[src/rtl/mbw_pkg.sv]
package mbw_pkg;

    typedef enum logic [1:0] {
        OP_READ  = 2'b00,
        OP_WRITE = 2'b01,
        OP_AREF  = 2'b10,
        OP_NONE  = 2'b11
    } op_e;

    typedef enum logic [1:0] {
        WM_ONE  = 2'b00,
        WM_TWO  = 2'b01,
        WM_FOUR = 2'b10,
        WM_RSVD = 2'b11
    } wmode_e;

    typedef enum logic [1:0] {
        SP_OPEN       = 2'b00,
        SP_AFTER_BANK = 2'b01,
        SP_AFTER_QUAD = 2'b10
    } sp_state_e;

endpackage

[src/rtl/mbw_mask_gen.sv]
module mbw_mask_gen
    import mbw_pkg::*;
#(
    parameter int NUM_BANKS = 16,
    parameter int CNT_W     = 3,
    localparam int BA_W     = $clog2(NUM_BANKS)
) (
    input  logic                 is_bank_cmd,
    input  logic [1:0]           op,
    input  logic [BA_W-1:0]      bank,
    input  logic [1:0]           mode,
    output logic [NUM_BANKS-1:0] mask,
    output logic [CNT_W-1:0]     act_cnt,
    output logic                 is_quad
);

    localparam int STRIDE_TWO  = NUM_BANKS / 2;
    localparam int STRIDE_FOUR = NUM_BANKS / 4;

    logic is_write;
    logic want_two;
    logic want_four;

    always_comb begin
        is_write  = is_bank_cmd && (op_e'(op) == OP_WRITE);
        want_two  = is_write && (wmode_e'(mode) == WM_TWO);
        want_four = is_write && (wmode_e'(mode) == WM_FOUR);
        is_quad   = want_four;
        if (!is_bank_cmd)
            act_cnt = '0;
        else if (want_four)
            act_cnt = CNT_W'(4);
        else if (want_two)
            act_cnt = CNT_W'(2);
        else
            act_cnt = CNT_W'(1);
    end

    for (genvar gi = 0; gi < NUM_BANKS; gi++) begin : g_bank
        logic hit_one;
        logic hit_two;
        logic hit_four;
        always_comb begin
            hit_one  = (bank == BA_W'(gi));
            hit_two  = ((gi % STRIDE_TWO)  == (int'(bank) % STRIDE_TWO));
            hit_four = ((gi % STRIDE_FOUR) == (int'(bank) % STRIDE_FOUR));
            if (!is_bank_cmd)
                mask[gi] = 1'b0;
            else if (want_four)
                mask[gi] = hit_four;
            else if (want_two)
                mask[gi] = hit_two;
            else
                mask[gi] = hit_one;
        end
    end

    // four-bank expansion sets exactly four banks, one of them the low-bit slot
    always_comb begin
        if (want_four)
            a_r3_four_banks: assert ($countones(mask) == 4 && mask[bank % STRIDE_FOUR]);
    end

    // two-bank expansion sets exactly two banks
    always_comb begin
        if (want_two)
            a_r2_two_banks: assert ($countones(mask) == 2 && mask[bank % STRIDE_TWO]);
    end

    // every other bank command is one-hot on the address
    always_comb begin
        if (is_bank_cmd && !want_two && !want_four)
            a_r1_one_hot: assert ($onehot(mask) && mask[bank]);
    end

endmodule

[src/rtl/mbw_act_window.sv]
module mbw_act_window #(
    parameter int WIN_CYC = 8,
    parameter int MAX_ACT = 12,
    parameter int CNT_W   = 3,
    localparam int HIST_N = WIN_CYC - 1,
    localparam int SUM_W  = $clog2(((1 << CNT_W) - 1) * WIN_CYC + 1)
) (
    input  logic             clk,
    input  logic             rst_n,
    input  logic [CNT_W-1:0] req_cnt,
    input  logic [CNT_W-1:0] took_cnt,
    output logic             fits
);

    logic [CNT_W-1:0] hist [HIST_N];
    logic [SUM_W-1:0] past_sum;
    logic [SUM_W-1:0] total;

    always_ff @(posedge clk) begin
        if (!rst_n) begin
            for (int i = 0; i < HIST_N; i++)
                hist[i] <= '0;
        end else begin
            hist[0] <= took_cnt;
            for (int i = 1; i < HIST_N; i++)
                hist[i] <= hist[i-1];
        end
    end

    always_comb begin
        past_sum = '0;
        for (int i = 0; i < HIST_N; i++)
            past_sum = past_sum + SUM_W'(hist[i]);
        total = past_sum + SUM_W'(req_cnt);
        fits  = (total <= SUM_W'(MAX_ACT));
    end

    // the history never holds more than the limit
    a_r5_window_bound: assert property (@(posedge clk) disable iff (!rst_n)
        past_sum <= SUM_W'(MAX_ACT));

    // nothing is taken when the request does not fit
    a_r8_no_take_on_overflow: assert property (@(posedge clk) disable iff (!rst_n)
        !fits |-> took_cnt == '0);

endmodule

[src/rtl/mbw_spacing_fsm.sv]
module mbw_spacing_fsm
    import mbw_pkg::*;
#(
    parameter int GAP_CYC = 2,
    localparam int GC_W   = $clog2(GAP_CYC + 1)
) (
    input  logic clk,
    input  logic rst_n,
    input  logic req_quad,
    input  logic took,
    input  logic took_quad,
    output logic allow
);

    sp_state_e        state_q, state_d;
    logic [GC_W-1:0]  left_q,  left_d;

    always_ff @(posedge clk) begin
        if (!rst_n) begin
            state_q <= SP_OPEN;
            left_q  <= '0;
        end else begin
            state_q <= state_d;
            left_q  <= left_d;
        end
    end

    always_comb begin
        state_d = state_q;
        left_d  = left_q;
        if (took) begin
            state_d = took_quad ? SP_AFTER_QUAD : SP_AFTER_BANK;
            left_d  = GC_W'(GAP_CYC - 1);
        end else begin
            unique case (state_q)
                SP_OPEN: begin
                    left_d = '0;
                end
                SP_AFTER_BANK, SP_AFTER_QUAD: begin
                    if (left_q <= GC_W'(1)) begin
                        state_d = SP_OPEN;
                        left_d  = '0;
                    end else begin
                        left_d = left_q - GC_W'(1);
                    end
                end
                default: begin
                    state_d = SP_OPEN;
                    left_d  = '0;
                end
            endcase
        end
    end

    always_comb begin
        unique case (state_q)
            SP_OPEN:       allow = 1'b1;
            SP_AFTER_BANK: allow = !req_quad;
            SP_AFTER_QUAD: allow = 1'b0;
            default:       allow = 1'b1;
        endcase
    end

    // nothing is accepted in the cycle after a four-bank write
    a_r7_quad_then_quiet: assert property (@(posedge clk) disable iff (!rst_n)
        took_quad |=> !took);

    // a four-bank write never follows an accepted command by one cycle
    a_r6_cmd_then_no_quad: assert property (@(posedge clk) disable iff (!rst_n)
        took |=> !took_quad);

endmodule

[src/rtl/mbw_guard.sv]
module mbw_guard
    import mbw_pkg::*;
#(
    parameter int NUM_BANKS = 16,
    parameter int WIN_CYC   = 8,
    parameter int MAX_ACT   = 12,
    parameter int GAP_CYC   = 2,
    localparam int BA_W     = $clog2(NUM_BANKS),
    localparam int CNT_W    = 3
) (
    input  logic                 clk,
    input  logic                 rst_n,
    input  logic                 cmd_valid,
    input  logic [1:0]           cmd_op,
    input  logic [BA_W-1:0]      cmd_bank,
    input  logic [1:0]           wr_mode,
    output logic [NUM_BANKS-1:0] bank_en,
    output logic                 cmd_accept,
    output logic                 cmd_stall
);

    logic                 is_bank_cmd;
    logic [NUM_BANKS-1:0] raw_mask;
    logic [CNT_W-1:0]     req_cnt;
    logic [CNT_W-1:0]     took_cnt;
    logic                 req_quad;
    logic                 win_fits;
    logic                 gap_allow;

    assign is_bank_cmd = cmd_valid && (op_e'(cmd_op) != OP_NONE);

    mbw_mask_gen #(
        .NUM_BANKS (NUM_BANKS),
        .CNT_W     (CNT_W)
    ) u_mask (
        .is_bank_cmd (is_bank_cmd),
        .op          (cmd_op),
        .bank        (cmd_bank),
        .mode        (wr_mode),
        .mask        (raw_mask),
        .act_cnt     (req_cnt),
        .is_quad     (req_quad)
    );

    mbw_act_window #(
        .WIN_CYC (WIN_CYC),
        .MAX_ACT (MAX_ACT),
        .CNT_W   (CNT_W)
    ) u_win (
        .clk      (clk),
        .rst_n    (rst_n),
        .req_cnt  (req_cnt),
        .took_cnt (took_cnt),
        .fits     (win_fits)
    );

    mbw_spacing_fsm #(
        .GAP_CYC (GAP_CYC)
    ) u_space (
        .clk       (clk),
        .rst_n     (rst_n),
        .req_quad  (req_quad),
        .took      (cmd_accept),
        .took_quad (cmd_accept && req_quad),
        .allow     (gap_allow)
    );

    always_comb begin
        cmd_accept = is_bank_cmd && win_fits && gap_allow;
        cmd_stall  = is_bank_cmd && !cmd_accept;
        bank_en    = cmd_accept ? raw_mask : '0;
        took_cnt   = cmd_accept ? req_cnt : '0;
    end

    // accept and stall are exclusive
    a_r4_accept_xor_stall: assert property (@(posedge clk) disable iff (!rst_n)
        !(cmd_accept && cmd_stall));

    // no bank is enabled without acceptance
    a_r4_mask_needs_accept: assert property (@(posedge clk) disable iff (!rst_n)
        !cmd_accept |-> bank_en == '0);

    // a command that is not a bank command raises neither flag
    a_r4_idle_quiet: assert property (@(posedge clk) disable iff (!rst_n)
        !is_bank_cmd |-> !cmd_accept && !cmd_stall);

endmodule

[config.mk]
export PLATFORM = sky130hd
export DESIGN_NAME = mbw_guard
export DESIGN_NICKNAME = d
export VERILOG_FILES = /design/src/rtl/mbw_pkg.sv /design/src/rtl/mbw_mask_gen.sv /design/src/rtl/mbw_act_window.sv /design/src/rtl/mbw_spacing_fsm.sv /design/src/rtl/mbw_guard.sv
export SDC_FILE = /design/constraint.sdc
export NUM_CORES = 1
export LEC_CHECK = 0
export ABC_AREA = 1
export BUFFER_PORTS_ARGS = -buffer_cell sky130_fd_sc_hd__buf_2
export CAP_MARGIN = 15
export CORE_MARGIN = 1
export CORE_UTILIZATION = 50
export CTS_CLUSTER_SIZE = 40
export DETAILED_ROUTE_END_ITERATION = 12
export GPL_ROUTABILITY_DRIVEN = 0
export GPL_TIMING_DRIVEN = 0
export PLACE_DENSITY_LB_ADDON = 0.25
export REMOVE_ABC_BUFFERS = 1
export SYNTH_ARGS = -nofsm -noshare
export SYNTH_HDL_FRONTEND = slang
export SYNTH_SLANG_ARGS = --single-unit
[constraint.sdc]
create_clock -name clk -period 6.3 [get_ports clk]
set_input_delay 1.26 -clock clk [delete_from_list [all_inputs] [get_ports clk]]
set_output_delay 1.26 -clock clk [all_outputs]
set_load 0.05 [all_outputs]
# After elaboration in Yosys (flattened, before gate mapping)
# Memories as Yosys holds them, arrays and structs flattened.
# Index checks and enable logic that the tools add are counted.
# totals
register_bits,4
latch_bits,0
ram_bits,21
rom_bits,0
out_inout_bits,18
word_cells,143
n_memories,1
# mem_list
name,words,word_bits,read_ports,rd_clocked_by_memory_dff,write_ports,line,source
u_win.hist,7,3,7,0,7,mbw_act_window.sv:15,logic [CNT_W-1:0] hist [HIST_N];
# op_classes
n_addsub,8
n_mul,0
div,0
magnitude_cmp,2
eq_ne,33
shifts,0
n_mux,70
bitwise_logic,9
n_reduce_logical,17
# ops
operator,count
$logic_not A32 Y1,2
$mux W1,53
$add A6 B3 Y6,6
$eq A4 B4 Y1 const B,8
$mux W3,10
$eq A4 B3 Y1 const B,4
$mux W16,1
$eq A3 B3 Y1 const A,4
$eq A4 B2 Y1 const B,2
$logic_and A1 B1 Y1,8
$mux W2,4
$or A1 B1 Y1,7
$eq A2 B1 Y1 const B,3
$eq A2 B3 Y1 const A,2
$le A6 B4 Y1 const B,1
$add A3 B3 Y4,1
$eq A2 B2 Y1 const A,2
$eq A2 B2 Y1 const B,2
$eq A4 B1 Y1 const B,1
$logic_not A4 Y1,1
$ne A2 B2 Y1 const B,2
$pmux W2 S2,1
$reduce_or A4 Y1,1
$eq A1 B3 Y1 const A,1
10 further kinds,12

# Logic depth before layout (Yosys ltp)
# Gate-level depths: netlist of run 1.
# logic_depth
ltp_word,14
ltp_mapped,24
ltp_nobuf,23

# Cells and area by module
# From an unflattened synthesis of run 1, not the netlist that was laid out.
# hier_totals
hier_cells,281
hier_area_um2,2097.0
# modules_own_cells
mod,instances,cells_per_inst,area_each_um2,seq_area_each_um2
mbw_act_window,1,128,1169.9,420.4
mbw_guard,1,50,351.6,0.0
mbw_mask_gen,1,72,320.3,0.0
mbw_spacing_fsm,1,31,255.2,80.1

# Worst setup path before layout of run 1
# Ideal clock, no wire load.
# synth_timing
kind,input to output
from,input wr_mode[0]
to,output cmd_stall
arrival_time_ns,5.769
setup_slack_ns,-0.729
stages,20
n_path_buf,1
cell_sequence,inv_1 nand2_1 nor2_8 buf_2 fa_1 inv_1 fa_1 fa_1 inv_1 fa_1 fa_1 nand2_1 clkinv_1 nor2_1 nand2_1 nand2_2 nor2_4 nand2_2 inv_1 nor2_1
# synth_between
elab_cells_between_ends,15
classes_between,1 x add/sub; 1 x order compare; 2 x eq/ne; 4 x mux; 7 x reduce/logical
# synth_rtl
element,line,source
from (decl),mbw_guard.sv:16,"input logic [1:0] wr_mode,"
$eq A2 B2 Y1,mbw_mask_gen.sv:27,want_four = is_write && (wmode_e'(mode) == WM_FOUR);
$logic_and A1 B1 Y1,mbw_mask_gen.sv:27,
$mux W3,mbw_mask_gen.sv:31,else if (want_four)
$mux W3,mbw_mask_gen.sv:29,if (!is_bank_cmd)
named net req_cnt[2],mbw_guard.sv:24,logic [CNT_W-1:0] req_cnt;
$add A6 B3 Y6,mbw_act_window.sv:34,total = past_sum + SUM_W'(req_cnt);
$le A6 B4 Y1,mbw_act_window.sv:35,fits = (total <= SUM_W'(MAX_ACT));
$logic_and A1 B1 Y1 (2 in series),mbw_guard.sv:69,cmd_accept = is_bank_cmd && win_fits && gap_allow;
named net cmd_accept,mbw_guard.sv:18,"output logic cmd_accept,"
$logic_not A1 Y1,mbw_guard.sv:70,cmd_stall = is_bank_cmd && !cmd_accept;
$logic_and A1 B1 Y1,mbw_guard.sv:70,
to (decl),mbw_guard.sv:19,output logic cmd_stall
# The timed path passes the listed nets, and every way through them passes these cells.

# Final worst setup path of run 1
# layout_timing
from,input cmd_op[0]
to,output bank_en[8]
# layout_between
elab_chain_len,12
elab_cells_between_ends,19
classes_between,1 x add/sub; 1 x order compare; 2 x eq/ne; 8 x mux; 7 x reduce/logical
# layout_lines
element,line,source
from (decl),mbw_guard.sv:14,"input logic [1:0] cmd_op,"
$ne A2 B2 Y1,mbw_guard.sv:30,assign is_bank_cmd = cmd_valid && (op_e'(cmd_op) != OP_NONE);
$logic_and A1 B1 Y1,mbw_guard.sv:30,
$logic_and A1 B1 Y1,mbw_mask_gen.sv:25,is_write = is_bank_cmd && (op_e'(op) == OP_WRITE);
$logic_and A1 B1 Y1,mbw_mask_gen.sv:26,want_two = is_write && (wmode_e'(mode) == WM_TWO);
$mux W2,mbw_mask_gen.sv:33,else if (want_two)
$mux W3,mbw_mask_gen.sv:31,
$mux W3,mbw_mask_gen.sv:29,
$add A6 B3 Y6,mbw_act_window.sv:34,
$le A6 B4 Y1,mbw_act_window.sv:35,
$logic_and A1 B1 Y1 (2 in series),mbw_guard.sv:69,
$mux W16 (*),mbw_guard.sv:71,bank_en = cmd_accept ? raw_mask : '0;
to (decl),mbw_guard.sv:17,"output logic [NUM_BANKS-1:0] bank_en,"
# Mark *: on every way between the ends. The rest lies on a longest branch, timed or not.

==> results of run 1 <==
==> path summary, 6_finish.rpt <==
kind | start | end
setup / recovery | cmd_op[0] | bank_en[8]
hold / removal | u_win.hist[0][7] | u_win.hist[0][10]
setup reg to reg | u_win.hist[0][0] | u_space.state_q[0]
hold reg to reg | u_win.hist[0][7] | u_win.hist[0][10]
==> layout by cell type, fill, tap and decap left out, types with 2 or more instances in the layout <==
| cell | Yosys | layout |
|---|---|---|
| fa_1 | 14 | 9 |
| buf_2 | 1 | 7 |
| dfxtp_1 | 25 | 25 |
| nand2_4 | 1 | 2 |
| nor2_1 | 13 | 12 |
| inv_2 | 1 | 4 |
| ha_1 | 18 | 16 |
| nand3_1 | 7 | 6 |
| fa_2 | 0 | 5 |
| buf_4 | 0 | 10 |
| ha_4 | 0 | 2 |
| nand4_1 | 5 | 5 |
| nand3_2 | 1 | 2 |
| a21oi_1 | 18 | 18 |
| a21oi_2 | 7 | 6 |
| nand2_1 | 37 | 36 |
| buf_8 | 0 | 2 |
| buf_12 | 0 | 3 |
| nor3_2 | 19 | 4 |
| nor2_4 | 1 | 2 |
| inv_1 | 53 | 48 |
| buf_6 | 2 | 20 |
| clkbuf_8 | 0 | 3 |
| nand2_8 | 0 | 3 |
| nand2_2 | 4 | 3 |
| nor3_4 | 0 | 15 |
==> cell families (layout without fill, tap and decap cells) <==
| group | Yosys count | after routing | synth area share [%] |
|---|---|---|---|
| AOI/OAI and AO/OA | 28 | 28 | 8.97 |
| xor gates and xnor gates | 1 | 1 | 0.442 |
| adders and majority gates | 32 | 32 | 25.5 |
| buffers and inverters | 60 | 101 | 12.2 |
| DFF | 25 | 25 | 25.3 |
| and+or+nand+nor | 91 | 93 | 27.7 |
==> power groups by stage <==
stage / Sequential (mW) / Clock [mW] / Combinational [mW]
4_1_cts: 0.161 / 0.0994 / 0.0789
3_3_place_gp: 0.164 / 0 / 0.0573
2_1_floorplan: 0.164 / 0 / 0.0417
5_1_grt: 0.161 / 0.106 / 0.0915
3_5_place_dp: 0.164 / 0 / 0.0579
6_report: 0.161 / 0.0981 / 0.0862
==> per-layer routing <==
| metal | global-route usage (%) | vias to the layer above | share of wire (%) |
|---|---|---|---|
| li1 | - | 825 | - |
| met1 | 26.1 | 801 | 39 |
| met2 | 42.7 | 42 | 56 |
| met3 | 3.70 | 4 | 3.9 |
| met4 | 5.83 | 0 | 1.1 |
| met5 | 0 | - | 0 |
==> worst reg2reg max path, cell delays in order, from the launching register on <==
cell     delay [ns]
dfxtp_1        0.33
ha_1           0.23
fa_1           0.43
xor2_1         0.18
fa_1           0.50
inv_1          0.05
fa_1           0.46
fa_1           0.50
inv_2          0.04
fa_2           0.57
fa_2           0.45
o21a_1         0.11
nand2_1        0.09
nand2_2        0.07
nor2_4         0.15
buf_12         0.14
nand2_8        0.09
buf_4          0.18
nand3_1        0.08
nand2_1        0.06
==> final cells by class <==
cell class                      count  area share [%]
Inverter                           55            7.92
Sequential cell                    25            18.5
Multi-Input combinational cell    154            53.8
Tap cell                           48            2.22
Timing Repair Buffer               42            15.7
Clock buffer                        3            1.53
Clock inverter                      1           0.278
==> flip-flops by register name, indices dropped and copies added, names as in the netlist <==
register         cells
u_win.hist          21
u_space.left_q       2
u_space.state_q      2
==> through the flow <==
| stage | hold slack, ns | setup TNS, ns |
|---|---|---|
| 5_1_grt | 0.467 | -6.35 |
| 4_1_cts | 0.436 | -3.34 |
| 6_report | 0.430 | -3.37 |
| 2_1_floorplan | 0.407 | -13.03 |
| 3_3_place_gp | 0.411 | -17.81 |
| 3_5_place_dp | 0.421 | -17.76 |
==> timing repair <==
action,CTS,global route
buffers inserted,11,3
setup endpoints to repair,18,18
resized for setup,76,12
pin swaps,20,9
gates cloned,2,0
hold buffers,0,0
==> flow_metrics.py, run 1 <==
metrics = {
    "critical_path": {
        "start_kind": "input pin",
        "r2r_cells": 19,
        "cp_slowest_cell": "fa_2",
        "worstPathRequired_ns": 5.04,
        "reg2reg_setup_slack_ns": 1.47,
        "path_cells": "buf_6 -> nand3_4 -> nor2_8 -> buf_12 -> fa_1 -> inv_1 -> fa_1 -> fa_1 -> inv_2 -> fa_2 -> fa_2 -> o21a_1 -> nand2_1 -> nand2_2 -> nor2_4 -> buf_6 -> nand2_8 -> nor3_4 -> buf_6",
        "critical_path_class": "input pin to output pin",
        "critPathMaxStageDelay_ns": 0.57,
        "worst-path-buf-inv": 6,
        "cp.depth": 19,
        "cp_max_fo": 6,
        "critPathTopFamily": "adder cells",
        "endpoint_kind": "output pin",
        "critPathArrivalTime_ns": 5.26,
    },
    "power": {
        "peakVddDrop_uv": 123,
        "power_frac_seq_pct": 46.6,
        "pwr-share-clk_pct": 28.4,
        "swShare_pct": 31.5,
        "power_mw": 0.345,
        "power_density_nw_per_um2": 128,
        "switchingPower_mw": 0.109,
        "leakage_nw": 1.32,
        "p_int_mw": 0.236,
        "comb_power_share_pct": 25.0,
    },
    "synth": {
        "netlist.area_leader.share_pct": 25.3,
        "postSynthAreaPerCell_sq_um": 8.36,
        "ys.flop_type": "dfxtp_1",
        "synth-edff-count": 0,
        "synth_commonest_cells": "53 x inv_1, 37 x nand2_1, 25 x dfxtp_1, 19 x nor3_2",
        "synth_seq_cells": 25,
        "syn_inst": 237,
        "synth.most_common_cell": "inv_1",
        "syn_area_sq_um": 1980,
        "synth.area.top_cells": "dfxtp_1 25%, fa_1 14%, ha_1 11%",
        "yosysUniqueCellTypes": 27,
        "yosysSeqAreaShare_pct": 25.3,
        "synth_top_cell_by_area": "dfxtp_1",
        "synthArstFlopShare_pct": 0,
        "yosysWarnings": 0,
    },
    "clocking": {
        "cts_tree": "done",
        "cts_root_buf": "clkbuf_8",
        "cts_buffer_depth": 2,
        "cts_buffers": 3,
        "htreeDepth": 1,
        "clk_pin_slew_worst_paths_ns": 0.10,
        "clkLatencyLatePin_ns": 0.27,
        "cts.sinks": 25,
    },
    "sta": {
        "fmax_ghz": 0.153,
        "finalCriticalPeriod_ns": 6.52,
        "tightest_slew_ns": 0.520,
        "slew_violations": 0,
        "finalSetupViolCount": 18,
        "rsz0062_at_grt": "yes",
        "post-route-period-util_pct": 104,
        "hold_viol_final": 0,
        "slew_headroom_pct": 65.3,
        "worst_slack_ns": -0.224,
        "fin_skew_ns": 0.0133,
    },
    "place": {
        "preCtsSetupSlack_ns": -1.08,
        "dp_hpwl_microns": 2770,
        "io_buffer_count": 28,
        "place_area_sq_um": 2150,
        "place_inst": 308,
    },
    "die": {
        "rows": 22,
        "die_x_microns": 65.0,
        "core_sq_um": 3740,
        "die_h_microns": 65.0,
        "start_util_pct": 52.9,
        "io_pins": 29,
        "die-area_sq_um": 4220,
    },
    "cells_and_area": {
        "num_antenna_cells": 0,
        "multi_input_area_sq_um": 1450,
        "final_util_pct": 72.2,
        "final.fill_count": 283,
        "drive_above_1_share_pct": 36.1,
        "seq_area_sq_um": 500,
        "area_growth_pct": 36.3,
        "stdcell_area_sq_um": 2700,
        "instances_no_fill": 328,
        "fin_nets": 324,
    },
    "global_route": {
        "grt-ovfl-total": 0,
        "antenna_found_initial": 0,
        "gr-usage-all-layers_pct": 22.7,
        "grt_first_pass_wirelength_microns": 7310,
        "grt_pass1_vias": 1691,
        "grt_max_degree": 25,
    },
    "worst_hold_path": {
        "min_delay_path_depth": 2,
        "hold_path_class": "flip-flop to flip-flop",
    },
    "status": {
        "failed_checks": "negative setup slack",
        "status": "complete, but fails checks",
    },
    "route": {
        "drtPass1Iterations": 4,
        "wl_per_cell_microns": 14.1,
        "detail_route.iter0.violations": 62,
        "via_count": 1672,
        "wl_microns": 4620,
        "antenna_left": 0,
        "drc": 0,
        "via_per_inst": 5.10,
    },
    "job": {
        "maxCapViolCount": 0,
    },
}
No activity file was read; power rests on OpenSTA's default activity.
==> run 2, diff against run 1 <==
Settings changed: CORE_MARGIN 1 to 4.
==> flow_metrics.py, run 2 (same netlist as run 1, synthesis figures left out) <==
metrics = {
    "status": {
        "status": "complete, but fails checks",
        "failed_checks": "negative setup slack",
    },
    "route": {
        "drtPass1Iterations": 5,
        "antenna_left": 0,
        "via_per_inst": 5.35,
        "wl_microns": 6610,
        "via_count": 1984,
        "drc": 0,
        "wl_per_cell_microns": 17.8,
        "detail_route.iter0.violations": 124,
    },
    "sta": {
        "tightest_slew_ns": 0.475,
        "worst_slack_ns": -0.305,
        "post-route-period-util_pct": 105,
        "fin_skew_ns": 0.0168,
        "finalSetupViolCount": 19,
        "finalCriticalPeriod_ns": 6.61,
        "rsz0062_at_grt": "yes",
        "slew_headroom_pct": 68.4,
        "slew_violations": 0,
        "fmax_ghz": 0.151,
        "hold_viol_final": 0,
    },
    "critical_path": {
        "r2r-start": "u_win.hist[0][3]",
        "worst-path-buf-inv": 7,
        "worstPathRequired_ns": 5.04,
        "cp_slowest_cell": "fa_2",
        "critPathArrivalTime_ns": 5.35,
        "r2r_cells": 20,
        "cp.depth": 22,
        "endpoint_kind": "output pin",
        "critical_path_class": "input pin to output pin",
        "cp_common_cell": "fa_2",
        "reg2reg_setup_slack_ns": 1.26,
        "cp_max_fo": 6,
        "reg2reg_to": "u_space.state_q[0]",
        "critPathMaxStageDelay_ns": 0.55,
        "critPathTopFamily": "adder cells",
        "start_kind": "input pin",
        "path_cells": "buf_2 -> inv_1 -> nand2_2 -> or2_4 -> nand4_1 -> inv_1 -> fa_2 -> inv_2 -> fa_2 -> fa_2 -> inv_2 -> ha_4 -> ha_4 -> fa_2 -> o21a_1 -> nand2_1 -> nand2_2 -> nor2_4 -> buf_12 -> nand2_8 -> nor3_2 -> buf_6",
    },
    "power": {
        "peakVddDrop_uv": 122,
        "leakage_nw": 1.56,
        "power_density_nw_per_um2": 125,
        "power_mw": 0.387,
    },
    "global_route": {
        "grt-ovfl-total": 0,
        "grt_max_degree": 25,
        "antenna_found_initial": 0,
        "grt_pass1_vias": 2085,
        "grt_first_pass_wirelength_microns": 9990,
        "gr-usage-all-layers_pct": 25.6,
    },
    "die": {
        "io_pins": 29,
        "start_util_pct": 52.9,
        "die_h_microns": 71.0,
        "die_x_microns": 71.0,
        "rows": 22,
        "core_sq_um": 3740,
        "die-area_sq_um": 5040,
    },
    "worst_hold_path": {
        "min_to": "u_win.hist[0][5]",
        "hp-start": "u_win.hist[0][2]",
        "min_delay_path_depth": 2,
        "hold_path_class": "flip-flop to flip-flop",
    },
    "place": {
        "io_buffer_count": 28,
        "dp_hpwl_microns": 2930,
        "place_area_sq_um": 2150,
    },
    "clocking": {
        "cts_root_buf": "clkbuf_8",
        "clk_pin_slew_worst_paths_ns": 0.09,
        "cts.sinks": 25,
        "cts_tree": "done",
        "cts_buffers": 3,
        "clkLatencyLatePin_ns": 0.28,
        "htreeDepth": 1,
        "cts_buffer_depth": 2,
        "hold_buffers": 0,
    },
    "job": {
        "maxCapViolCount": 0,
    },
    "cells_and_area": {
        "drive_above_1_share_pct": 47.4,
        "fin_nets": 367,
        "top_register": "u_win.hist",
        "largestRegisters": "u_win.hist x21, u_space.left_q x2, u_space.state_q x2",
        "final_util_pct": 82.8,
        "final.fill_count": 189,
        "area_growth_pct": 56.3,
        "layout_common_cells": "45 x inv_1, 39 x buf_6, 34 x nand2_1, 34 x buf_4, 25 x dfxtp_1",
        "final_common_cell": "inv_1",
        "largest_reg_flops": 21,
        "num_antenna_cells": 0,
        "stdcell_area_sq_um": 3100,
    },
}
==> run 2: cell types whose count changed in the layout (fill, tap and decap cells not counted), sizes merged <==
cell	change
buf	+43
==> run 2: area by class of cell <==
type	instances	area (sq um)	area share, %
Clock buffer	3	41.3	1.33
Clock inverter	1	7.51	0.242
Timing Repair Buffer	85	815	26.3
Sequential cell	25	500	16.2
Inverter	55	219	7.07
Multi-Input combinational cell	154	1460	47.0
Tap cell	48	60.1	1.94
==> run 2: power by group <==
part           internal (mW)  total (mW)  switching, mW
logic                 0.0587       0.124         0.0654
registers              0.160       0.161        0.00132
clock network         0.0450       0.103         0.0575
total                  0.263       0.387          0.124
==> run 2: worst max-delay path by stage <==
| stage | start | to | slack (ns) |
|---|---|---|---|
| 2_1_floorplan | wr_mode[0] | cmd_stall | -1.19 |
| 3_3_place_gp | wr_mode[0] | cmd_stall | -1.06 |
| 3_5_place_dp | wr_mode[0] | cmd_stall | -1.16 |
| 4_1_cts | cmd_op[1] | cmd_stall | -0.24 |
| 5_1_grt | wr_mode[1] | bank_en[9] | -0.43 |
| 6_report | wr_mode[1] | bank_en[12] | -0.31 |
==> run 2: worst register-to-register path, delay by kind of cell (launching register included) <==
| kind | cells | cell delay (ns) |
|---|---|---|
| adder cells (fa/ha/maj) | 7 | 3.22 |
| buffers and inverters | 5 | 0.53 |
| AND/OR/NAND/NOR | 6 | 0.49 |
| flip-flops | 1 | 0.36 |
| XOR/XNOR | 1 | 0.20 |
| AO/OA/AOI/OAI | 1 | 0.12 |
==> run 2: what timing repair did <==
item	CTS	global route
pin swaps	19	17
endpoints found under the setup margin	18	19
buffers inserted	54	6
resized for setup	78	37
hold endpoints to repair	0	0
gates cloned	2	0
==> run 2: through the flow <==
step	hold WS (ns)	setup slack, ns	setup TNS (ns)	cells
after detailed placement	0.430	-1.16	-18.83	308
after floorplan	0.407	-1.19	-13.03	232
after global placement	0.412	-1.06	-17.86	308
final	0.449	-0.305	-4.53	371
after CTS	0.447	-0.244	-3.96	367
after global routing	0.472	-0.425	-7.18	371
==> run 2: routing by layer <==
metal  up-vias  track usage [%]  share of wire [%]
met5         -                0                  0
met4         0             16.1                4.7
met3        26             4.40                4.8
met2        79             46.0                 54
met1       966             27.5                 37
li1        913                -                  -
==> run 3, diff against run 2 <==
Settings changed: RECOVER_POWER from default to 25.
==> flow_metrics.py, run 3 (same netlist as run 1, synthesis figures left out) <==
metrics = {
    "die": {
        "rows": 22,
        "die_x_microns": 71.0,
        "start_util_pct": 52.9,
        "io_pins": 29,
        "core_sq_um": 3740,
        "die-area_sq_um": 5040,
        "die_h_microns": 71.0,
    },
    "route": {
        "antenna_left": 0,
        "via_count": 1984,
        "drc": 0,
        "via_per_inst": 5.35,
        "detail_route.iter0.violations": 124,
        "wl_per_cell_microns": 17.8,
        "drtPass1Iterations": 5,
        "wl_microns": 6610,
    },
    "cells_and_area": {
        "area_growth_pct": 56.2,
        "final_common_cell": "inv_1",
        "layout_common_cells": "45 x inv_1, 39 x buf_6, 34 x nand2_1, 34 x buf_4, 25 x dfxtp_1",
        "largestRegisters": "u_win.hist x21, u_space.left_q x2, u_space.state_q x2",
        "largest_reg_flops": 21,
        "stdcell_area_sq_um": 3100,
        "fin_nets": 367,
        "num_antenna_cells": 0,
        "top_register": "u_win.hist",
        "drive_above_1_share_pct": 47.1,
    },
    "clocking": {
        "htreeDepth": 1,
        "hold_buffers": 0,
        "cts_buffer_depth": 2,
        "cts_buffers": 3,
        "clk_pin_slew_worst_paths_ns": 0.09,
        "cts_tree": "done",
        "cts.sinks": 25,
        "clkLatencyLatePin_ns": 0.28,
        "cts_root_buf": "clkbuf_8",
    },
    "critical_path": {
        "reg2reg_setup_slack_ns": 1.25,
        "critPathMaxStageDelay_ns": 0.55,
        "cp_slowest_cell": "fa_2",
        "critical_path_class": "input pin to output pin",
        "critPathArrivalTime_ns": 5.35,
        "endpoint_kind": "output pin",
        "cp_common_cell": "fa_2",
        "reg2reg_to": "u_space.state_q[0]",
        "start_kind": "input pin",
        "worstPathRequired_ns": 5.04,
        "cp.depth": 22,
        "critPathTopFamily": "adder cells",
        "cp_max_fo": 6,
        "worst-path-buf-inv": 7,
        "r2r-start": "u_win.hist[0][3]",
        "r2r_cells": 20,
        "path_cells": "buf_2 -> inv_1 -> nand2_2 -> or2_4 -> nand4_1 -> inv_1 -> fa_2 -> inv_2 -> fa_2 -> fa_2 -> inv_2 -> ha_4 -> ha_4 -> fa_2 -> o21a_1 -> nand2_1 -> nand2_2 -> nor2_4 -> buf_12 -> nand2_8 -> nor3_2 -> buf_6",
    },
    "status": {
        "status": "complete, but fails checks",
        "failed_checks": "negative setup slack",
    },
    "power": {
        "leakage_nw": 1.56,
        "peakVddDrop_uv": 122,
        "power_mw": 0.387,
        "power_density_nw_per_um2": 125,
    },
    "global_route": {
        "grt_max_degree": 25,
        "grt_pass1_vias": 2085,
        "grt.busiest_layer": "met2",
        "grt_use_met2_pct": 46.0,
        "antenna_found_initial": 0,
        "grt_first_pass_wirelength_microns": 9990,
        "gr-usage-all-layers_pct": 25.6,
        "grtUsageMet3_pct": 4.40,
        "grtUsageMet1_pct": 27.5,
        "grt-ovfl-total": 0,
    },
    "sta": {
        "slew_headroom_pct": 28.7,
        "finalCriticalPeriod_ns": 6.61,
        "post-route-period-util_pct": 105,
        "fmax_ghz": 0.151,
        "rsz0062_at_grt": "yes",
        "finalSetupViolCount": 19,
        "tightest_slew_ns": 1.07,
        "hold_viol_final": 0,
        "fin_setup_tns_ns": -4.53,
        "slew_violations": 0,
        "worst_slack_ns": -0.305,
        "fin_skew_ns": 0.0168,
    },
    "place": {
        "io_buffer_count": 28,
        "dp_hpwl_microns": 2930,
        "place_area_sq_um": 2150,
    },
    "worst_hold_path": {
        "min_to": "u_win.hist[0][5]",
        "min_delay_path_depth": 2,
        "hold_path_class": "flip-flop to flip-flop",
        "hp-start": "u_win.hist[0][2]",
    },
    "job": {
        "maxCapViolCount": 0,
    },
}
[run 3: cell types whose count changed in the layout (fill, tap and decap cells not counted), sizes merged]
cell,previous run,this run
buf,85,84
clkbuf,3,4
[run 3: power by group]
| group | switching (mW) | internal, mW | total (mW) |
|---|---|---|---|
| Clock | 0.0575 | 0.0450 | 0.103 |
| Combinational | 0.0654 | 0.0586 | 0.124 |
| Sequential | 0.00132 | 0.160 | 0.161 |
[run 3: final cells by class]
type                       count  area [sq um]
sequential                    25           500
inverter                      55           219
fill                         190           647
clock buffer                   3          41.3
multi-input combinational    154          1460
clock inverter                 1          7.51
timing repair buffer          85           813
tap                           48          60.1
[run 3: tightest hold or removal path: stages, from the launching register on]
cell and delay [ns]:
dfxtp_1 0.32, nand2_1 0.06, inv_1 0.03
[run 3: routing by layer]
layer	routed length [microns]	share of wire, %
met5	0	0
met4	312	4.7
met1	2430	37
met2	3550	54
met3	320	4.8
[run 3: timing repair]
item / in CTS / in global routing
endpoints found under the setup margin: 18 / 19
gates cloned: 2 / 0
buffers inserted: 54 / 6
resized for setup: 78 / 37
pin swaps: 19 / 17
[run 3: worst max path at each step]
stage / from / endpoint
floorplan: wr_mode[0] / cmd_stall
global placement: wr_mode[0] / cmd_stall
detailed placement: wr_mode[0] / cmd_stall
CTS: cmd_op[1] / cmd_stall
global route: wr_mode[1] / bank_en[9]
finish: wr_mode[1] / bank_en[12]
[run 3: through the flow]
step / setup slack (ns) / utilization (%) / instances / hold WS [ns]
floorplan: -1.19 / - / 232 / 0.407
global placement: -1.06 / 57.4 / 308 / 0.412
detailed placement: -1.16 / 57.4 / 308 / 0.430
CTS: -0.244 / 77.8 / 367 / 0.447
global route: -0.425 / 82.7 / 371 / 0.472
finish: -0.305 / 82.7 / 371 / 0.449
